`src/rtl/lza_pkg.sv`:
```
package lza_pkg;
  // width of a count that must hold 0..n inclusive
  function automatic int unsigned lza_cnt_w(input int unsigned n);
    return $clog2(n + 1);
  endfunction
endpackage

```
`src/rtl/lza_dual_adder.sv`:
```
// Compound adder: forms A+B and -(A+B) side by side from the raw operands,
// then selects the non-negative one by the sum's sign.
module lza_dual_adder #(
  parameter int unsigned N = 64,
  localparam int unsigned W = N + 1
) (
  input  logic [N-1:0] a_i,
  input  logic [N-1:0] b_i,
  output logic [W-1:0] mag_o,
  output logic         neg_o
);
  logic [W-1:0] a_ext;
  logic [W-1:0] b_ext;
  logic [W-1:0] pos_sum;
  logic [W-1:0] neg_sum;

  always_comb begin
    a_ext   = {a_i[N-1], a_i};
    b_ext   = {b_i[N-1], b_i};
    pos_sum = a_ext + b_ext;
    // -(A+B) = ~A + ~B + 2, evaluated concurrently with the direct sum
    neg_sum = (~a_ext) + (~b_ext) + W'(2);
    neg_o   = pos_sum[W-1];
    mag_o   = neg_o ? neg_sum : pos_sum;
  end

  always_comb begin
    AST_PAIR_CANCELS: assert (pos_sum + neg_sum == '0)
      else $error("compound adder halves disagree");
  end
endmodule

```
`src/rtl/lza_lzc.sv`:
```
// Leading-zero counter over a W-bit vector; count forced to 0 on all-zero.
module lza_lzc #(
  parameter int unsigned W  = 65,
  parameter int unsigned CW = 7
) (
  input  logic [W-1:0]  vec_i,
  output logic [CW-1:0] cnt_o,
  output logic          none_o
);
  logic found;

  always_comb begin
    found = 1'b0;
    cnt_o = '0;
    for (int i = W - 1; i >= 0; i--) begin
      if (!found && vec_i[i]) begin
        found = 1'b1;
        cnt_o = CW'(W - 1 - i);
      end
    end
    none_o = !found;
  end

  always_comb begin
    AST_LEAD_BIT_SET: assert (none_o || vec_i[W - 1 - int'(cnt_o)])
      else $error("count does not land on a one");
    AST_NONE_MEANS_EMPTY: assert (!none_o || (vec_i == '0))
      else $error("empty flag with nonzero vector");
  end
endmodule

```
`src/rtl/lza_norm_shift.sv`:
```
// Logarithmic left shifter: one stage per count bit.
module lza_norm_shift #(
  parameter int unsigned W  = 65,
  parameter int unsigned CW = 7
) (
  input  logic [W-1:0]  data_i,
  input  logic [CW-1:0] amt_i,
  output logic [W-1:0]  data_o
);
  logic [W-1:0] stage [CW+1];

  assign stage[0] = data_i;

  for (genvar k = 0; k < CW; k++) begin : g_stage
    localparam int unsigned STEP = 1 << k;
    if (STEP < W) begin : g_shift
      assign stage[k+1] = amt_i[k] ? {stage[k][W-1-STEP:0], {STEP{1'b0}}} : stage[k];
    end else begin : g_clear
      assign stage[k+1] = amt_i[k] ? '0 : stage[k];
    end
  end

  assign data_o = stage[CW];
endmodule

```
`src/rtl/lza_exact.sv`:
```
module lza_exact #(
  parameter int unsigned N = 64,
  localparam int unsigned W  = N + 1,
  localparam int unsigned CW = lza_pkg::lza_cnt_w(N)
) (
  input  logic [N-1:0]  a_i,
  input  logic [N-1:0]  b_i,
  output logic [CW-1:0] shift_o,
  output logic          zero_o,
  output logic          sign_o,
  output logic [W-1:0]  norm_o,
  output logic [CW-1:0] exp_o
);
  logic [W-1:0]  mag;
  logic          neg;
  logic [CW-1:0] cnt;
  logic          none;

  lza_dual_adder #(.N(N)) u_add (
    .a_i   (a_i),
    .b_i   (b_i),
    .mag_o (mag),
    .neg_o (neg)
  );

  lza_lzc #(.W(W), .CW(CW)) u_lzc (
    .vec_i  (mag),
    .cnt_o  (cnt),
    .none_o (none)
  );

  lza_norm_shift #(.W(W), .CW(CW)) u_shf (
    .data_i (mag),
    .amt_i  (cnt),
    .data_o (norm_o)
  );

  always_comb begin
    shift_o = cnt;
    zero_o  = none;
    sign_o  = neg;
    exp_o   = none ? '0 : CW'(N) - cnt;
  end

  always_comb begin
    AST_ZERO_CLEARS: assert (!zero_o || (shift_o == '0 && norm_o == '0 && exp_o == '0))
      else $error("zero sum with nonzero outputs");
    AST_NORM_MSB: assert (zero_o || norm_o[W-1])
      else $error("normalized value not left-justified");
    AST_EXP_PLUS_SHIFT: assert (zero_o || (int'(exp_o) + int'(shift_o) == int'(N)))
      else $error("exponent and shift inconsistent");
    AST_SIGN_NOT_ZERO: assert (!(sign_o && zero_o))
      else $error("negative and zero together");
  end
endmodule

```
`config.mk`:
```
export PLATFORM = sky130hd
export DESIGN_NAME = lza_exact
export DESIGN_NICKNAME = d
export VERILOG_FILES = /design/src/rtl/lza_pkg.sv /design/src/rtl/lza_dual_adder.sv /design/src/rtl/lza_lzc.sv /design/src/rtl/lza_norm_shift.sv /design/src/rtl/lza_exact.sv
export SDC_FILE = /design/constraint.sdc
export NUM_CORES = 1
export LEC_CHECK = 0
export BUFFER_PORTS_ARGS = -buffer_cell sky130_fd_sc_hd__buf_2
export CORE_MARGIN = 2
export CORE_UTILIZATION = 55
export DETAILED_ROUTE_END_ITERATION = 16
export GPL_TIMING_DRIVEN = 0
export PLACE_DENSITY_LB_ADDON = 0.2
export SYNTH_ARGS = -nofsm -noshare
export SYNTH_HDL_FRONTEND = slang
export SYNTH_HIERARCHICAL = 1
export SYNTH_SLANG_ARGS = --single-unit
```
`constraint.sdc`:
```
create_clock -name vclk -period 16.5
set_clock_uncertainty 0.05 [all_clocks]
set_input_delay 0.825 -clock vclk [all_inputs]
set_output_delay 0.825 -clock vclk [all_outputs]
set_load 0.005 [all_outputs]
```
* Word-level counts from Yosys, hierarchy flattened
Index checks and enable logic that the tools add are counted. Widths: inputs -> output; s select.
Word-level totals: flip-flop bits (word level) 0, latch bits 0, memory bits (writable) 0, bits in read-only memories 0, bits of input ports 128, output and inout bits 81, word-level logic and storage cells 273, memories kept 0
Operators by class: $add $sub $neg 4, $mul 0, divide/modulo/power cells 0, magnitude comparators 0, equal/unequal tests 0, shift operators 0, multiplexer cells 138, bitwise logic cells 2, reductions and logical operators 129
Operators by type and width (number):
- $mux 65 | 8
- $mux 6 | 32
- $not 65->65 | 2
- $mux 5 | 16
- $mux 1 | 66
- $add 64x64->65 | 1
- $add 65x2->65 const B | 1
- $add 65x65->65 | 1
- $logic_not 1->1 | 65
- $logic_and 1x1->1 | 64
- $mux 4 | 8
- $mux 7 | 2
- $mux 3 | 4
- $sub 7x7->7 const A | 1
- $mux 2 | 2

* Depth between registers and ports, before layout
depth in word-level cells 204, gate-level depth with buffers 31, mapped depth without buffers 26

* Cells and area by module
The synthesis kept the hierarchy.
By module, submodules not included:
- lza_dual_adder | times used 1, cells an instance 1480, area each 9793.1 um^2, sequential area each 0.0 um^2
- lza_norm_shift | times used 1, cells an instance 475, area each 4093.9 um^2, sequential area each 0.0 um^2
- lza_lzc | times used 1, cells an instance 152, area each 884.6 um^2, sequential area each 0.0 um^2
- lza_exact | times used 1, cells an instance 22, area each 137.6 um^2, sequential area each 0.0 um^2

* Worst setup path before layout
Ideal clock, no wire load.
kind input to output, from input port a_i[0], to output port norm_o[42], data arrival time 7.464 ns, setup slack 8.161 ns, stages on the path 28, cells stage by stage ha_1 > fa_1 > a21o_1 > a31o_1 > a211o_1 > a31oi_2 > o31ai_1 > a41o_1 > a21o_1 > a31o_2 > buf_2 > buf_2 > buf_1 > nand2_1 > o21ai_1 > or4_4 > or3_4 > or4b_4 > nor2_4 > o21ai_1 > nand3_1 > buf_6 > buf_6 > mux4_2 > mux2_2 > mux2_2 > a22oi_1 > o21ai_1
RTL lines:
- start: declaration | RTL line lza_exact.sv:6 | input logic [N-1:0] a_i,
- $not 65->65 | RTL line lza_dual_adder.sv:22 | neg_sum = (~a_ext) + (~b_ext) + W'(2);
- $add 65x65->65 | RTL line lza_dual_adder.sv:22
- $add 65x2->65 | RTL line lza_dual_adder.sv:22
- $mux 65 (*) | RTL line lza_dual_adder.sv:24 | mag_o = neg_o ? neg_sum : pos_sum;
- via mag[47] | RTL line lza_exact.sv:14 | logic [W-1:0] mag;
- $logic_and 1x1->1 (*) | RTL line lza_lzc.sv:16 | if (!found && vec_i[i]) begin
- $mux 1 | RTL line lza_lzc.sv:16
- $logic_not 1->1 | RTL line lza_lzc.sv:16
- (+134 left out)
- $logic_not 1->1 | RTL line lza_lzc.sv:16
- $logic_and 1x1->1 | RTL line lza_lzc.sv:16
- $mux 1 | RTL line lza_lzc.sv:16
- $logic_not 1->1 | RTL line lza_lzc.sv:16
- $logic_and 1x1->1 | RTL line lza_lzc.sv:16
- $mux 7 (*) | RTL line lza_lzc.sv:16
- via shift_o[0] | RTL line lza_exact.sv:8 | output logic [CW-1:0] shift_o,
- $mux 65 (*) (7 in series) | RTL line lza_norm_shift.sv:17 | assign stage[k+1] = amt_i[k] ? {stage[k][W-1-STEP:0], {STEP{1'b0}}} : stage[k];
- end: declaration | RTL line lza_exact.sv:11 | output logic [W-1:0] norm_o,
The timed path passes the listed nets; every way through them passes the cells marked *.

* Worst setup path after layout
from input port a_i[4], to output port norm_o[43]
Between the ends: word-level cells in the longest chain between the ends 204
Ends and longest elaborated chain (RTL line):
- $not 65->65 | lza_dual_adder.sv:22
- $add 65x65->65 | lza_dual_adder.sv:22
- $add 65x2->65 | lza_dual_adder.sv:22
- $mux 65 (*) | lza_dual_adder.sv:24
- via mag[64] | lza_exact.sv:14
- $mux 1 (*) | lza_lzc.sv:16
- $logic_not 1->1 | lza_lzc.sv:16
- $logic_and 1x1->1 | lza_lzc.sv:16
- (+184 left out)
- $logic_not 1->1 | lza_lzc.sv:16
- $logic_and 1x1->1 | lza_lzc.sv:16
- $mux 1 | lza_lzc.sv:16
- $logic_not 1->1 | lza_lzc.sv:16
- $logic_and 1x1->1 | lza_lzc.sv:16
- $mux 7 (*) | lza_lzc.sv:16
- $mux 65 (6 in series) | lza_norm_shift.sv:17
- $mux 65 (*) | lza_norm_shift.sv:17
Marks and branches as above.

==> impl_metrics.tcl <==
set metrics [dict create \
    status "finished, final reports clean" \
    cpMostUsedCell "buf_2" \
    p_int_mw 0.826 \
    port_buffers 209 \
    area_delta_synth_final_pct 9.92 \
    routabilityCongestion 1.02 \
    dr.first_iter.drc_count 2234 \
    final_nets 2643 \
    max_clock_freq_ghz 0.0857 \
    ys_warn_count 6 \
    fin_tns_setup_ns 0 \
    grt_max_degree 12 \
    grt_pass1_vias 16100 \
    yosys.area.top_type "ha_1" \
    syn-instance-count 2129 \
    syn_area_per_cell_um2 7.00 \
    drt-vias-per-instance 6.64 \
    post_drt_wl_per_cell_um 21.6 \
    wirelength_um 57900 \
    layout_common_cells "buf_2 (247), nor2_1 (219), nand2_1 (196)" \
    postCtsSetupBuffers 0 \
    ctsHoldBuffers 0 \
    grt.total_usage_pct 38.9 \
    syn_nets 2432 \
    cp_slowest_cell "nor4_1" \
    power_switching_mw 1.24 \
    utilization_pct 61.1 \
    num_rows 60 \
    seq_area_frac_synth_pct 0 \
    maxCapViolCount 0 \
    combPwrFrac_pct 100.0 \
    p_leak_nw 7.85 \
    place_area_um2 16400 \
    die_h_um 169 \
    p_total_mw 2.07 \
    slew_viol_final 0 \
    num_vias 17800 \
    io_pins 209 \
    seq_cell_count 0 \
    drive_above_1_share_pct 17.7 \
    netlist.area_leader.share_pct 14.5 \
    mappedNetlistArea_um2 14900 \
    max_stage_delay_ns 0.87 \
    worst_slew_pin_slew_ns 0.964 \
    fill_cells 2561 \
    cp_num_buf_inv 10 \
    crit_path_start_kind "input pin" \
    final_area_um2 16400 \
    regArea_um2 0 \
    synth.area.top_cells "ha_1 (15%), mux4_2 (8.9%), a21oi_1 (6.2%), nor2_1 (5.5%), xnor2_1 (5.1%)" \
    p_seq_share_pct 0 \
    crit_required_ns 15.62 \
    cp-end-kind "output port" \
    dr.pass1.iters 6 \
    die_x_um 169 \
    grt_antenna_before_repair 0 \
    p_clk_share_pct 0 \
    min_path_type "input pin to output port" \
    min_period_ns 11.67 \
    grt_pass1_wl_um 89100 \
    worst_path_dominant_cell_family "compound AO/OA/AOI/OAI gates" \
    worst-setup-path-type "input pin to output port" \
    grt_overflow 0 \
    n_antenna_cell 0 \
    min_period_over_period_pct 70.7 \
    p_sw_share_pct 60.1 \
    clkbuf_count 0 \
    power.density_nw_per_um2 126 \
    cts_resized 0 \
    die_area_um2 28400 \
    drcViolationCount 0 \
    worst_ir_drop_vdd_mv 0.0615 \
    max-slew-margin-rel_pct 35.1 \
    worstPathArrival_ns 10.79 \
    layout_commonest_cell "buf_2" \
    ys_types 100 \
    initial_core_util_pct 55.6 \
    ant_nets 0 \
    core_area_um2 26800 \
    critPathMaxFanout 10 \
    hold_violations 0 \
    hold-worst-slack_ns 2.44 \
    setup_viol 0 \
    grt_setup_unrepaired "no" \
    hpwl_um 48500 \
]
through the flow:
| step | std cells | setup slack (ns) |
|---|---|---|
| after floorplan | 2129 | 8.16 |
| after global placement | 2679 | 5.42 |
| after detailed placement | 2679 | 5.37 |
| after CTS | 2679 | 5.32 |
| after global routing | 2679 | 4.71 |
| final | 2679 | 4.83 |
final timing paths:
| path | from | endpoint | cells after the start |
|---|---|---|---|
| min | b_i[0] | zero_o | 5 |
| max | a_i[4] | norm_o[43] | 30 |
logic make-up (layout without fill, tap and decap cells):
| family | after synthesis | after routing | share of synthesized area (%) |
|---|---|---|---|
| compound gates | 665 | 665 | 29.5 |
| xor+xnor | 153 | 153 | 9.09 |
| fa+ha+maj | 184 | 184 | 15.4 |
| buf+inv | 317 | 526 | 8.95 |
| mux | 156 | 156 | 16.2 |
| simple gates | 654 | 654 | 20.9 |
synth_stat cells, types with 11 or more instances:
cell type,number
nor2_1,219
nand2b_1,16
a211oi_1,15
nor4_1,21
a21oi_1,186
ha_1,173
a22oi_1,11
o21bai_1,33
a31oi_1,25
mux2i_1,53
a31o_2,15
o21ai_0,79
nand2_1,196
and2_1,15
nand4_1,30
xor2_1,65
inv_1,179
nor3_1,33
o31ai_1,18
a21o_1,79
o21a_1,13
o221ai_1,23
buf_2,38
mux2_2,34
or3_1,11
clkbuf_1,75
mux4_2,59
and3_1,13
nand3_1,38
o22ai_1,15
xnor2_1,86
nor2b_1,11
o21ai_1,41
o211ai_1,32
final cells by class:
type	count	area (µm²)	area share [%]
Multi-Input combinational cell	1812	13600	82.9
Inverter	183	687	4.19
Timing Repair Buffer	209	1050	6.38
Buffer	134	647	3.95
Tap cell	341	427	2.60
layer usage:
layer / global-route usage (%) / vias up / share of wire (%) / wire length (µm)
met2: 62.8 / 1104 / 44 / 25600
li1: - / 8204 / - / -
met3: 5.47 / 119 / 10 / 5870
met5: 0 / - / 0 / 0
met4: 12.4 / 0 / 3.4 / 1980
met1: 53.6 / 8365 / 42 / 24400
tightest hold or removal path, delay by kind of cell:
kind,cells,cell delay [ns]
buf+inv,3,0.29
simple gates,1,0.20
fa+ha+maj,1,0.33
power groups by stage:
stage               combinational (mW)  sequential, mW  clock (mW)
finish                            2.07               0           0
global route                      2.18               0           0
CTS                               2.00               0           0
detailed placement                1.99               0           0
global placement                  1.97               0           0
floorplan                         1.32               0           0
No activity file was read; power rests on OpenSTA's default activity.
